File: src/rtl/mdio_mgmt_pkg.sv
package mdio_mgmt_pkg;
  localparam int WORD_W    = 32;
  localparam int FRAME_LEN = 64;
  localparam int FRAME_CW  = $clog2(FRAME_LEN);
  localparam int DATA_LSB  = 16;
  localparam int PHY_LSB   = 11;
  localparam int REG_LSB   = 6;
  localparam int NVAL_BIT  = 4;
  localparam int BUSY_BIT  = 3;
  localparam int RD_BIT    = 1;
  localparam int WR_BIT    = 0;
  // bit index of the last driven bit on a read, and of the sampled turnaround bit
  localparam int RD_LAST_DRIVEN = 45;
  localparam int TA_SAMPLE_BIT  = 47;

  function automatic logic [FRAME_LEN-1:0] build_frame(
    input logic       is_read,
    input logic [4:0] phy,
    input logic [4:0] regad,
    input logic [15:0] wdata);
    build_frame = {32'hFFFF_FFFF, 2'b01, (is_read ? 2'b10 : 2'b01), phy, regad,
                   (is_read ? 2'b11 : 2'b10), (is_read ? 16'hFFFF : wdata)};
  endfunction
endpackage

File: src/rtl/mdc_divider.sv
module mdc_divider #(
  parameter int DIV_HALF = 4
) (
  input  logic clk,
  input  logic rst_n,
  input  logic run,
  output logic mdc,
  output logic rise_tick,
  output logic fall_tick
);
  logic tick;
  logic mdc_q, mdc_d;

  generate
    if (DIV_HALF <= 1) begin : g_fast
      assign tick = run;
    end else begin : g_count
      localparam int CW = $clog2(DIV_HALF);
      logic [CW-1:0] cnt_q, cnt_d;
      always_comb begin
        cnt_d = cnt_q;
        if (!run)     cnt_d = '0;
        else if (tick) cnt_d = '0;
        else          cnt_d = cnt_q + 1'b1;
      end
      assign tick = run && (cnt_q == CW'(DIV_HALF - 1));
      always_ff @(posedge clk or negedge rst_n) begin
        if (!rst_n) cnt_q <= '0;
        else        cnt_q <= cnt_d;
      end
    end
  endgenerate

  always_comb begin
    mdc_d = mdc_q;
    if (!run)      mdc_d = 1'b0;
    else if (tick) mdc_d = ~mdc_q;
  end

  always_ff @(posedge clk or negedge rst_n) begin
    if (!rst_n) mdc_q <= 1'b0;
    else        mdc_q <= mdc_d;
  end

  assign mdc       = mdc_q;
  assign rise_tick = tick && !mdc_q;
  assign fall_tick = tick && mdc_q;
endmodule

File: src/rtl/mdio_frame_engine.sv
module mdio_frame_engine
  import mdio_mgmt_pkg::*;
(
  input  logic        clk,
  input  logic        rst_n,
  input  logic        start,
  input  logic        start_rd,
  input  logic [4:0]  phy,
  input  logic [4:0]  regad,
  input  logic [15:0] wdata,
  input  logic        rise_tick,
  input  logic        fall_tick,
  input  logic        mdio_i,
  output logic        busy,
  output logic        mdio_o,
  output logic        mdio_oe,
  output logic        done,
  output logic        done_rd,
  output logic [15:0] rdata,
  output logic        rd_bad
);
  logic                 busy_q, busy_d;
  logic                 rd_q, rd_d;
  logic                 oe_q, oe_d;
  logic [FRAME_CW-1:0]  idx_q, idx_d;
  logic [FRAME_LEN-1:0] sh_q, sh_d;
  logic [15:0]          in_q, in_d;
  logic                 bad_q, bad_d;
  logic                 last_fall;

  assign last_fall = busy_q && fall_tick && (idx_q == FRAME_CW'(FRAME_LEN - 1));

  always_comb begin
    busy_d = busy_q;
    rd_d   = rd_q;
    oe_d   = oe_q;
    idx_d  = idx_q;
    sh_d   = sh_q;
    in_d   = in_q;
    bad_d  = bad_q;
    if (start && !busy_q) begin
      busy_d = 1'b1;
      rd_d   = start_rd;
      oe_d   = 1'b1;
      idx_d  = '0;
      sh_d   = build_frame(start_rd, phy, regad, wdata);
      bad_d  = 1'b0;
    end else if (busy_q) begin
      if (rise_tick && rd_q) begin
        if (idx_q == FRAME_CW'(TA_SAMPLE_BIT)) bad_d = mdio_i;
        if (idx_q > FRAME_CW'(TA_SAMPLE_BIT))  in_d  = {in_q[14:0], mdio_i};
      end
      if (fall_tick) begin
        if (last_fall) begin
          busy_d = 1'b0;
          oe_d   = 1'b0;
        end else begin
          idx_d = idx_q + 1'b1;
          sh_d  = {sh_q[FRAME_LEN-2:0], 1'b1};
          if (rd_q && idx_q == FRAME_CW'(RD_LAST_DRIVEN)) oe_d = 1'b0;
        end
      end
    end
  end

  always_ff @(posedge clk or negedge rst_n) begin
    if (!rst_n) begin
      busy_q <= 1'b0;
      rd_q   <= 1'b0;
      oe_q   <= 1'b0;
      idx_q  <= '0;
      sh_q   <= '0;
      in_q   <= '0;
      bad_q  <= 1'b0;
    end else begin
      busy_q <= busy_d;
      rd_q   <= rd_d;
      oe_q   <= oe_d;
      idx_q  <= idx_d;
      sh_q   <= sh_d;
      in_q   <= in_d;
      bad_q  <= bad_d;
    end
  end

  assign busy    = busy_q;
  assign mdio_o  = oe_q ? sh_q[FRAME_LEN-1] : 1'b0;
  assign mdio_oe = oe_q;
  assign done    = last_fall;
  assign done_rd = last_fall && rd_q;
  assign rdata   = in_q;
  assign rd_bad  = bad_q;
endmodule

File: src/rtl/mdio_mgmt_reg.sv
module mdio_mgmt_reg
  import mdio_mgmt_pkg::*;
#(
  parameter int         DIV_HALF     = 4,
  parameter logic [4:0] PHY_ADDR_RST = 5'd1
) (
  input  logic        clk,
  input  logic        rst_n,
  input  logic        wr_en,
  input  logic [31:0] wr_data,
  output logic [31:0] rd_data,
  output logic        mdc,
  output logic        mdio_o,
  output logic        mdio_oe,
  input  logic        mdio_i
);
  logic [4:0]  phy_q, phy_d;
  logic [4:0]  reg_q, reg_d;
  logic [15:0] dat_q, dat_d;
  logic        nval_q, nval_d;
  logic        busy, accept, start, start_rd;
  logic        rise_tick, fall_tick, done, done_rd, rd_bad;
  logic [15:0] rdata;
  logic        unused_bits;

  assign unused_bits = ^{wr_data[5:2], done};
  assign accept   = wr_en && !busy;
  assign start_rd = wr_data[RD_BIT];
  assign start    = accept && (wr_data[RD_BIT] || wr_data[WR_BIT]);

  always_comb begin
    phy_d  = phy_q;
    reg_d  = reg_q;
    dat_d  = dat_q;
    nval_d = nval_q;
    if (accept) begin
      phy_d = wr_data[PHY_LSB +: 5];
      reg_d = wr_data[REG_LSB +: 5];
      dat_d = wr_data[DATA_LSB +: 16];
      if (start) nval_d = 1'b0;
    end else if (done_rd) begin
      dat_d  = rdata;
      nval_d = rd_bad;
    end
  end

  always_ff @(posedge clk or negedge rst_n) begin
    if (!rst_n) begin
      phy_q  <= PHY_ADDR_RST;
      reg_q  <= '0;
      dat_q  <= '0;
      nval_q <= 1'b0;
    end else begin
      phy_q  <= phy_d;
      reg_q  <= reg_d;
      dat_q  <= dat_d;
      nval_q <= nval_d;
    end
  end

  mdc_divider #(.DIV_HALF(DIV_HALF)) u_div (
    .clk(clk), .rst_n(rst_n), .run(busy),
    .mdc(mdc), .rise_tick(rise_tick), .fall_tick(fall_tick)
  );

  mdio_frame_engine u_eng (
    .clk(clk), .rst_n(rst_n), .start(start), .start_rd(start_rd),
    .phy(wr_data[PHY_LSB +: 5]), .regad(wr_data[REG_LSB +: 5]),
    .wdata(wr_data[DATA_LSB +: 16]),
    .rise_tick(rise_tick), .fall_tick(fall_tick), .mdio_i(mdio_i),
    .busy(busy), .mdio_o(mdio_o), .mdio_oe(mdio_oe),
    .done(done), .done_rd(done_rd), .rdata(rdata), .rd_bad(rd_bad)
  );

  always_comb begin
    rd_data = '0;
    rd_data[DATA_LSB +: 16] = dat_q;
    rd_data[PHY_LSB +: 5]   = phy_q;
    rd_data[REG_LSB +: 5]   = reg_q;
    rd_data[NVAL_BIT]       = nval_q;
    rd_data[BUSY_BIT]       = busy;
  end
endmodule

File: config.mk
export PLATFORM = sky130hd
export DESIGN_NAME = mdio_mgmt_reg
export DESIGN_NICKNAME = d
export VERILOG_FILES = /design/src/rtl/mdio_mgmt_pkg.sv /design/src/rtl/mdc_divider.sv /design/src/rtl/mdio_frame_engine.sv /design/src/rtl/mdio_mgmt_reg.sv
export SDC_FILE = /design/constraint.sdc
export NUM_CORES = 1
export LEC_CHECK = 0
export ABC_AREA = 1
export BUFFER_PORTS_ARGS = -buffer_cell sky130_fd_sc_hd__buf_4
export CAP_MARGIN = 20
export CORE_AREA = 4 4 121 123
export DETAILED_ROUTE_END_ITERATION = 6
export DIE_AREA = 0 0 125 127
export GPL_TIMING_DRIVEN = 1
export PLACE_DENSITY = 0.6
export SYNTH_ARGS = -nofsm -noshare
export SYNTH_HDL_FRONTEND = slang
export SYNTH_SLANG_ARGS = --single-unit
File: constraint.sdc
create_clock -name clk -period 2.7 [get_ports clk]
set_clock_uncertainty 0.05 [all_clocks]
set_input_delay 0.135 -clock clk [delete_from_list [all_inputs] [get_ports clk]]
set_output_delay 0.135 -clock clk [all_outputs]
set_load 0.02 [all_outputs]
-- Yosys cells after proc, flatten, opt, wreduce, memory -nomap -nowiden
Index checks and enable logic that the tools add are counted.
- add/sub/neg operators: 2
- magnitude comparators: 1
- equality and inequality tests: 7
- multiplexer cells: 34
- bitwise gates (word level): 2
- reduce and logical (&&, ||, !) cells: 25
- operators with widths (operator ; count):
    64-bit two-way mux ; 4
    16-bit two-way mux ; 3
    6-bit two-way mux ; 4
    1-bit two-way mux ; 20
    6-bit equality test (second input constant) ; 3
    1-bit logical AND ; 11
    2-bit nonzero test ; 5
    3-bit AND reduction ; 3
    6-bit by 1-bit adder with 6-bit output (second input constant) ; 1
    6-bit > comparator (second input constant) ; 1
    2-bit two-way mux ; 3
    2-bit inequality test (second input constant) ; 2
    4-bit AND reduction ; 1
    3-bit nonzero test ; 1
    2-bit by 1-bit adder with 2-bit output (second input constant) ; 1
    2-bit equality test (second input constant) ; 1
    1-bit zero test ; 2
    2-bit by 1-bit inequality test with 1-bit output (second input constant) ; 1
    1-bit inverter ; 2
    2-bit AND reduction ; 1
    1-bit logical OR ; 1
- register bits after elaboration: 120
- input port bits: 36
- word-level logic and storage cells: 84

-- Logic depth before layout (Yosys ltp)
Gate-level depths: netlist (run 1).
- depth in word-level cells: 9
- gate-level depth with buffers: 10
- gate-level depth less buffers: 9

-- Modules after synthesis
Synthesis (run 1) repeated with hierarchy kept, for this count alone.
- cells, all modules: 611
- area total of the unflattened synthesis: 5248.8 µm²
- modules (own cells, without submodules) (module ; instances ; cells each ; area each (µm²) ; sequential area each (µm²)):
    mdio_frame_engine ; 1 ; 444 ; 3847.4 ; 2252.2
    mdio_mgmt_reg ; 1 ; 151 ; 1266.2 ; 676.9
    mdc_divider ; 1 ; 16 ; 135.1 ; 75.1

-- Worst setup path after synthesis (run 1)
No wires, ideal clock.
- path kind: register -> register
- start point: reg u_eng.idx_q[0]
- end point: reg u_eng.sh_q[32]
- library setup time: 120 ps
- arrival: 1562 ps
- required time: 2530 ps
- slack: 968 ps
- stages on the path, launching flop included: 9
- buffers on the path: 1
- clock period less this slack: 1732 ps
- cell sequence: dfrtp_1 -> ha_1 -> nand3_1 -> nor2_4 -> nor2_2 -> clkbuf_1 -> nand2_1 -> o21ai_0 -> inv_1
- cells in the longest elaborated chain, start to end: 4
- ends and longest elaborated chain (element ; RTL line ; RTL):
    start: declaration ; mdio_frame_engine.sv:25 ; logic [FRAME_CW-1:0] idx_q, idx_d;
    start signal: assignment ; mdio_frame_engine.sv:79 ; idx_q <= idx_d;
    6-bit equality test ; mdio_frame_engine.sv:31 ; assign last_fall = busy_q && fall_tick && (idx_q == FRAME_CW'(FRAME_LEN - 1));
    1-bit logical AND ; mdio_frame_engine.sv:31 ;
    2-bit inequality test (no line) ; -- ;
    3-bit AND reduction (no line) ; -- ;
    end signal: assignment ; mdio_frame_engine.sv:72 ; sh_q <= '0;
    end signal: assignment ; mdio_frame_engine.sv:80 ; sh_q <= sh_d;
    end: declaration ; mdio_frame_engine.sv:26 ; logic [FRAME_LEN-1:0] sh_q, sh_d;
No other way between the ends.
A chain may end at the register's enable or synchronous reset.

-- Worst setup path in the final report (run 1)
- start point: reg u_eng.busy_q, in the netlist u_eng.busy
- end point: reg u_eng.in_q[3], in the netlist u_eng.rdata[3]
- cells in the longest elaborated chain, start to end: 6
- elaborated cells on any way between the ends: 9
- those cells by class: 1 x bitwise; 8 x reduce/logical
- ends and longest elaborated chain (element ; RTL line ; RTL):
    start: declaration ; mdio_frame_engine.sv:22 ; logic busy_q, busy_d;
    start signal: assignment ; mdio_frame_engine.sv:76 ; busy_q <= busy_d;
    1-bit zero test ; mdio_frame_engine.sv:41, mdio_mgmt_reg.sv:27 ;
    1-bit logical AND ; mdio_mgmt_reg.sv:27 ; assign accept = wr_en && !busy;
    1-bit logical AND ; mdio_mgmt_reg.sv:29 ; assign start = accept && (wr_data[RD_BIT] || wr_data[WR_BIT]);
    1-bit logical AND ; mdio_frame_engine.sv:41 ; if (start && !busy_q) begin
    1-bit inverter (no line) ; -- ;
    4-bit AND reduction (no line) * ; -- ;
    end signal: assignment ; mdio_frame_engine.sv:81 ; in_q <= in_d;
    end: declaration ; mdio_frame_engine.sv:27 ; logic [15:0] in_q, in_d;
Every way passes the cells marked *; elsewhere a longest branch is shown, timed or not.

==> qor.csv, run 1 <==
metric,value,unit
status,"complete, no violations",
p_leak,3.536,nW
p_total,6.932,mW
gr-total-overflow,0,
nFillCells,1315,
multi_input_area,2032,sq um
place_congestion,0.8019,
cts_hold_buf,27,
relSlewSlack,51.17,%
yosysTopAreaCellShare,55.54,%
clock_latency,0.41,ns
cp_top_family,simple AND/OR/NAND/NOR gates,
place_hpwl,8155,um
min_period_over_period,77.79,%
drc,0,
start_kind,register,
clockBufferDepth,2,
grt_usage,16.45,%
fp.dieH,127,um
num_io_pins,71,
synthCells,656,
grt_pass1_vias,4348,
cts_tree,yes,
end_kind,register,
yosysSeqAreaShare,56.03,%
cpMostUsedCell,nand2_1,
synth_largest_area_cell,dfrtp_1,
setup_viol,0,
hold_class,input port to register,
slew_viol_final,0,
synth_area_leaders,"dfrtp_1, nand2_1, nand3_1",
crit_path_top_delay_cell,dfrtp_1,
drtAntennaViolNets,0,
fin_crit,2.100,ns
yosysWarnings,0,
cts_max_level,4,
utilization,49.78,%
vias,4549,
cp_max_fo,17,
die_w,125,um
wire_per_inst,13.53,um
path_buf_inv,3,
core,13670,sq um
syn_area,5361,sq um
drive_above_1_share,15.62,%
start_util,39.23,%
clock.fmax,476.1,MHz
grt_setup_unrepaired,false,
grt_max_degree,62,
crit_chain,inv_2 > nand2_1 > inv_2 > nand2_2 > inv_2 > nor2_4 > nand2_1 > nand2_1 > nand2_1,
postSynthAreaPerCell,8.173,sq um
arrival,2.34,ns
cts_made_buffers,17,
layout_common_cells,"nand2_1, dfrtp_1, buf_4, nand3_1, o21ai_0",
final_common_cell,nand2_1,
cts_sinks,120,
vias_per_cell,4.897,
port_buffers,62,
cp_data_required_time,2.94,ns
critPathMaxStageDelay,0.44,ns
totalWireLength,12570,um
crit_type,register to register,
first_iter_violations,348,
fin_tns_setup,0,ns
ctsResizeCount,0,
yosys_register_bits,120,
first_pass_iters,6,
synthDistinctLibCells,25,
worst_pin_slew,0.7325,ns
die-area,15880,sq um
clk_pin_slew,0.05,ns
antennaDiodeCount,0,
nNetsFinal,775,
cts_setup_buffers,0,
power_density,1019,nW/um^2
hold_viol,0,
antenna_found_initial,0,
regArea,3004,sq um
grt_pass1_wl,21260,um
synthToLayoutAreaGrowth,26.88,%
root_buffer,clkbuf_16,
irDropWorstVdd,0.4574,mV
rows,43,
drv_cap,0,
==> registers in the layout (all words and copies together) (netlist names) <==
name	flops
u_eng.sh_q	64
dat_q	16
u_eng.rdata	16
u_eng.idx_q	6
phy_q	5
reg_q	5
u_div.g_count.cnt_q	2
nval_q	1
u_div.mdc	1
u_eng.busy	1
u_eng.mdio_oe	1
u_eng.rd_bad	1
u_eng.rd_q	1
==> routing by layer <==
layer	vias up	share of wire (%)	GRT usage (%)
li1	2250	-	-
met1	2179	47	22.12
met2	109	48	26.38
met3	11	4.3	3.721
met4	0	0.99	5.931
met5	-	0	0
==> tightest hold or removal path, delay by kind of cell <==
family,cells,cell delay [ns]
buf+inv,2,0.15
compound gates,1,0.16
==> synthesized netlist by cell type (all sizes together) <==
master  count
dfrtp     119
nand4      18
nor2       29
conb        1
xor2        2
xnor2       1
a21oi      36
ha          3
or2         1
nand2     267
dfstp       1
nand3      60
buf        25
o21ai      41
clkbuf     19
inv        32
nor3        1
==> worst paths after layout <==
kind                                        startpoint                      to  slack [ns]  cells past startpoint
worst max-delay path                        u_eng.busy          u_eng.rdata[3]        0.60                      9
worst min-delay path                        wr_data[6]                reg_q[0]        0.02                      3
worst max register to register              u_eng.busy          u_eng.rdata[3]        0.60                      9
worst min register to register  u_div.g_count.cnt_q[0]  u_div.g_count.cnt_q[0]        0.38                      1
max in group asynchronous                        rst_n                phy_q[0]        1.55                      3
min in group asynchronous                        rst_n                dat_q[6]        0.28                      2
==> per-stage QoR <==
| stage | hold slack (ns) | setup WS, ns | area (sq um) | cells |
|---|---|---|---|---|
| 5_1_grt | 0.03044 | 0.3969 | 6803 | 929 |
| 3_5_place_dp | 0.1910 | 0.6156 | 5957 | 870 |
| 3_3_place_gp | 0.1835 | 0.6644 | 5957 | 870 |
| 2_1_floorplan | -0.2106 | 0.9684 | 5373 | 659 |
| 6_report | 0.02423 | 0.5997 | 6803 | 929 |
| 4_1_cts | 0.02053 | 0.6049 | 6803 | 929 |
==> where the power goes <==
part / internal (mW) / leakage, nW / total [mW] / switching [mW]
logic: 0.776 / 1.74 / 1.89 / 1.12
clock network: 1.42 / 0.286 / 2.17 / 0.755
registers: 2.48 / 1.51 / 2.87 / 0.384
==> logic make-up after synthesis <==
logic type,count (synthesis),synth area share [%]
simple gates,376,29.24
fa+ha+maj,3,0.7002
xor+xnor,3,0.4902
flops,120,56.03
buf+inv,76,6.278
other cells,1,0.06994
compound gates,77,7.188
==> layout make-up <==
type / instances / area share [%]
clock inverters: 9 / 1.435
flip-flops and latches: 120 / 44.16
well taps: 180 / 3.311
inverters: 32 / 1.766
clock buffers: 23 / 7.026
multi-input cells: 463 / 29.87
repair buffers: 102 / 12.43
No activity file was read; power rests on OpenSTA's default activity.
==> run 2, diff against run 1 <==
--- a/config.mk
+++ b/config.mk
@@ -12,7 +12,7 @@
 export DETAILED_ROUTE_END_ITERATION = 6
 export DIE_AREA = 0 0 125 127
 export GPL_TIMING_DRIVEN = 1
-export PLACE_DENSITY = 0.6
+export PLACE_DENSITY = 0.62
 export SYNTH_ARGS = -nofsm -noshare
 export SYNTH_HDL_FRONTEND = slang
 export SYNTH_SLANG_ARGS = --single-unit
==> constraint.sdc (replaced) <==
create_clock -name clk -period 1.76 [get_ports clk]
set_clock_uncertainty 0.05 [all_clocks]
set_input_delay 0.088 -clock clk [delete_from_list [all_inputs] [get_ports clk]]
set_output_delay 0.088 -clock clk [all_outputs]
set_load 0.02 [all_outputs]
==> run 2 against run 1 <==
Flip-flop and latch count is the same. Hold slack gained 0.055 ns. Final area increased by 1.9%. Non-clock buffer count is 12 higher. Combinational power increased by 60%. Critical endpoint is now u_eng.idx_q[1].
==> qor.csv, run 2 (synthesis gave the netlist of run 1 again) <==
metric,value,unit,change
whs,0.07938,ns,+0.05515 ns
num_io_pins,71,,unchanged
port_buffers,62,,unchanged
cts_sinks,120,,unchanged
p_leak,3.589,nW,+1.5%
layout_common_cells,"nand2_1, dfrtp_1, buf_4, nand3_1, o21ai_0",,
drtAntennaViolNets,0,,unchanged
fin_crit,1.665,ns,-0.4351 ns
worstReg2RegStart,u_eng.idx_q[0],,
grt_pass1_vias,4350,,+0.046%
dp_worst_setup_slack,-0.09117,ns,-0.7068 ns
rows,43,,unchanged
hold_viol,0,,unchanged
start_util,39.23,%,unchanged
nNetsFinal,788,,+1.7%
drc,0,,unchanged
final_common_cell,nand2_1,,
grt_setup_unrepaired,false,,
die-area,15880,sq um,unchanged
p_total,10.56,mW,+52%
clockBufferDepth,2,,unchanged
fin_cells,941,,+1.3%
path_buf_inv,2,,-1
die_w,125,um,unchanged
rrSetupSlack,0.09,ns,-0.50 ns
first_iter_violations,432,,+24%
clock_latency,0.41,ns,about the same
drive_above_1_share,16.16,%,+0.54 points
grt_pass1_wl,21320,um,+0.30%
worst-path-stages,7,,-2
min_period_over_period,94.62,%,+17 points
crit_type,register to register,,
reg2reg_depth,7,,-2
largest_reg_flops,64,,unchanged
wire_per_inst,13.67,um,+1.0%
fp.dieH,127,um,unchanged
cp_max_fo,29,,+12
cp_top_family,simple AND/OR/NAND/NOR gates,,
vias,4573,,+0.53%
antenna_found_initial,0,,unchanged
cp-endpoint,u_eng.idx_q[1],,
final_area,6929,sq um,+1.9%
crit_chain,ha_1 > nand3_1 > nor2_4 > nor2_2 > buf_6 > inv_1 > o21ai_0,,
utilization,50.71,%,+0.92 points
setup_ws,0.09478,ns,-0.5049 ns
crit_path_top_delay_cell,dfrtp_1,,
cts_max_level,4,,unchanged
clk_pin_slew,0.05,ns,about the same
grt_max_degree,62,,unchanged
place_congestion,0.8068,,+0.61%
vias_per_cell,4.860,,-0.75%
drv_cap,0,,unchanged
power_density,1524,nW/um^2,+50%
setup_viol,0,,unchanged
irDropWorstVdd,0.6843,mV,+50%
first_pass_iters,5,,-1
slew_viol_final,0,,unchanged
dp_cells,878,,+0.92%
cp_data_required_time,2.03,ns,-0.91 ns
synthToLayoutAreaGrowth,29.24,%,
cts_tree,yes,,
core,13670,sq um,unchanged
critical_path.startpoint,u_eng.idx_q[0],,
grt_usage,16.51,%,+0.060 points
root_buffer,clkbuf_16,,
totalWireLength,12860,um,+2.3%
status,"complete, no violations",,
fin_tns_setup,0,ns,unchanged
arrival,1.94,ns,-0.40 ns
top_register,u_eng.sh_q,,
end_kind,register,,
critPathMaxStageDelay,0.37,ns,-0.07 ns
place_hpwl,8314,um,+2.0%
gr-total-overflow,0,,unchanged
r2r_end,u_eng.idx_q[1],,
start_kind,register,,
cts_made_buffers,17,,unchanged
hold_class,input port to register,,
antennaDiodeCount,0,,unchanged
clock.fmax,600.5,MHz,+26%
dpl_cell_area,6042,sq um,+1.4%
run 2: cell type report:
| class | count | area, sq um |
|---|---|---|
| timing repair buffer | 114 | 980.9 |
| multi-input combinational | 464 | 2059 |
| clock inverter | 3 | 40.04 |
| tap | 180 | 225.2 |
| inverter | 32 | 122.6 |
| fill | 1280 | 6736 |
| sequential | 120 | 3004 |
| clock buffer | 28 | 496.7 |
run 2: tightest hold or removal path: stages:
cell and delay [ns]:
buf_4 0.10, inv_1 0.06, nand2_1 0.09, nand2_1 0.05, nand2_1 0.05, nand2_1 0.04
run 2: repair_timing:
item / CTS / global route
hold buffers: 29 / 0
cloned: 0 / 1
endpoints found under the hold margin: 148 / 0
endpoints found under the setup margin: 33 / 63
gates resized for setup: 2 / 7
buffers inserted: 0 / 2
pin swaps: 0 / 2
run 2: worst min path at each step:
stage,startpoint,end,slack (ns),cells past startpoint
final,wr_data[1],u_eng.sh_q[28],0.08,6
after global routing,wr_data[1],u_eng.sh_q[0],0.08,5
after CTS,wr_data[1],u_eng.sh_q[28],0.05,6
after detailed placement,rst_n,dat_q[10],-0.15,1
after global placement,rst_n,dat_q[10],-0.15,1
after floorplan,rst_n,dat_q[0],-0.26,0
run 2: report_power, final:
part / switching (mW) / internal (mW) / leakage, nW / total [mW]
logic: 1.76 / 1.26 / 1.82 / 3.02
clock network: 1.12 / 2.04 / 0.262 / 3.16
registers: 0.572 / 3.81 / 1.51 / 4.38
total: 3.46 / 7.11 / 3.59 / 10.6
run 2: layer usage:
layer  global-route usage [%]  part of all wire [%]  vias up
li1                         -                     -     2291
met1                    22.26                    46     2170
met2                    25.94                    48      104
met3                    3.804                   4.4        8
met4                    6.760                  0.94        0
met5                        0                     0        -
==> run 3, diff against run 2 <==
--- a/config.mk
+++ b/config.mk
@@ -9,6 +9,7 @@
 export BUFFER_PORTS_ARGS = -buffer_cell sky130_fd_sc_hd__buf_4
 export CAP_MARGIN = 20
 export CORE_AREA = 4 4 121 123
+export CTS_BUF_LIST = sky130_fd_sc_hd__clkbuf_16
 export DETAILED_ROUTE_END_ITERATION = 6
 export DIE_AREA = 0 0 125 127
 export GPL_TIMING_DRIVEN = 1
==> run 3 against run 2 <==
Largest power group unchanged. Highest routed layer unchanged. Critical path depth unchanged. Combinational power about the same. Routed wire length increased by 0.48%.
==> qor.csv, run 3 (synthesis gave the netlist of run 1 again) <==
metric,value,unit,change
cp_max_fo,29,,unchanged
die_w,125,um,unchanged
fin_crit,1.671,ns,+0.005825 ns
start_kind,register,,
layout_common_cells,"nand2_1, dfrtp_1, buf_4, nand3_1, o21ai_0",,
crit_type,register to register,,
setup_ws,0.08895,ns,-0.005825 ns
cp_data_required_time,2.04,ns,about the same
first_pass_iters,5,,unchanged
place_hpwl,8314,um,unchanged
grt_usage,16.55,%,+0.037 points
port_buffers,62,,unchanged
min_period_over_period,94.95,%,+0.33 points
totalWireLength,12920,um,+0.48%
antennaDiodeCount,0,,unchanged
dp_worst_setup_slack,-0.09117,ns,unchanged
gr-total-overflow,0,,unchanged
root_buffer,clkbuf_16,,
status,"complete, no violations",,
hold_viol,0,,unchanged
clock.fmax,598.4,MHz,-0.35%
irDropWorstVdd,0.6961,mV,+1.7%
power_density,1508,nW/um^2,-1.1%
setup_viol,0,,unchanged
drc,0,,unchanged
drive_above_1_share,15.77,%,-0.39 points
clockBufferDepth,2,,unchanged
cts_max_level,4,,unchanged
num_io_pins,71,,unchanged
grt_pass1_wl,21370,um,+0.23%
die-area,15880,sq um,unchanged
cts_made_buffers,17,,unchanged
top_register,u_eng.sh_q,,
fin_cells,941,,unchanged
cts_sinks,120,,unchanged
largest_reg_flops,64,,unchanged
multi_input_area,2059,sq um,unchanged
start_util,39.23,%,unchanged
drv_cap,0,,unchanged
clk_pin_slew,0.05,ns,about the same
fin_tns_setup,0,ns,unchanged
place_congestion,0.8068,,unchanged
regArea,3004,sq um,unchanged
end_kind,register,,
grt_pass1_vias,4347,,-0.069%
nFillCells,1285,,+0.39%
rows,43,,unchanged
vias_per_cell,4.900,,+0.83%
antenna_found_initial,0,,unchanged
nNetsFinal,788,,unchanged
hold_class,input port to register,,
p_leak,3.605,nW,+0.45%
clock_latency,0.41,ns,about the same
dp_cells,878,,unchanged
cts_tree,yes,,
core,13670,sq um,unchanged
grt_setup_unrepaired,false,,
fp.dieH,127,um,unchanged
wire_per_inst,13.73,um,+0.48%
grt_max_degree,62,,unchanged
synthToLayoutAreaGrowth,28.68,%,
final_common_cell,nand2_1,,
slew_viol_final,0,,unchanged
vias,4611,,+0.83%
arrival,1.95,ns,about the same
first_iter_violations,406,,-6.0%
drtAntennaViolNets,0,,unchanged
p_total,10.41,mW,-1.5%
## run 3: cell count changes in the layout (fill, tap and decap cells not counted), sizes merged
cell,change
clkbuf,-11
inv,+8
clkinv,+3
## run 3: critical path, stage by stage (launching register included)
cell and delay, ns:
dfrtp_1 0.37, ha_1 0.22, nand3_1 0.16, nor2_4 0.05, nor2_2 0.20, buf_6 0.26
inv_1 0.10, o21ai_0 0.17
## run 3: cell type report
type	count	area share, %
inverters	32	1.777
flip-flops and latches	120	43.54
clock inverters	14	1.179
multi-input cells	464	29.85
well taps	180	3.264
clock buffers	17	6.166
repair buffers	114	14.22
## run 3: stage by stage
step           area [sq um]  hold slack, ns  util [%]
2_1_floorplan          5373         -0.2576         -
3_3_place_gp           6042         -0.1516     44.21
3_5_place_dp           6042         -0.1512     44.21
4_1_cts                6849         0.05041     50.12
5_1_grt                6899         0.08320     50.49
6_report               6899         0.07460     50.49
## run 3: per-layer routing
metal / vias to the layer above / routed length (um) / GRT usage, % / part of all wire (%)
li1: 2285 / - / - / -
met1: 2199 / 6057 / 22.32 / 47
met2: 110 / 6079 / 26.00 / 47
met3: 17 / 573 / 3.804 / 4.4
met4: 0 / 212 / 6.760 / 1.6
met5: - / 0 / 0 / 0
## run 3: worst paths after layout
kind / depth (start not counted) / start / slack (ns) / end
max: 7 / u_eng.idx_q[0] / 0.09 / u_eng.idx_q[1]
min: 6 / wr_data[1] / 0.07 / u_eng.sh_q[28]
max reg2reg: 7 / u_eng.idx_q[0] / 0.09 / u_eng.idx_q[1]
min reg2reg: 1 / u_div.g_count.cnt_q[0] / 0.38 / u_div.g_count.cnt_q[0]
max in group asynchronous: 3 / rst_n / 1.01 / dat_q[10]
min in group asynchronous: 3 / rst_n / 0.18 / u_eng.rdata[12]
## run 3: repair_timing
item,CTS,global route
hold buffers,29,0
buffers inserted,0,2
cloned,0,1
resized for setup,2,7
pin swaps,0,2
hold endpoints to repair,148,0
endpoints found under the setup margin,33,63
## run 3: power by group
group | total [mW] | switching [mW] | internal [mW]
registers | 4.38 | 0.573 | 3.81
clock network | 3.00 | 1.14 | 1.86
logic | 3.02 | 1.77 | 1.26
total | 10.4 | 3.48 | 6.93
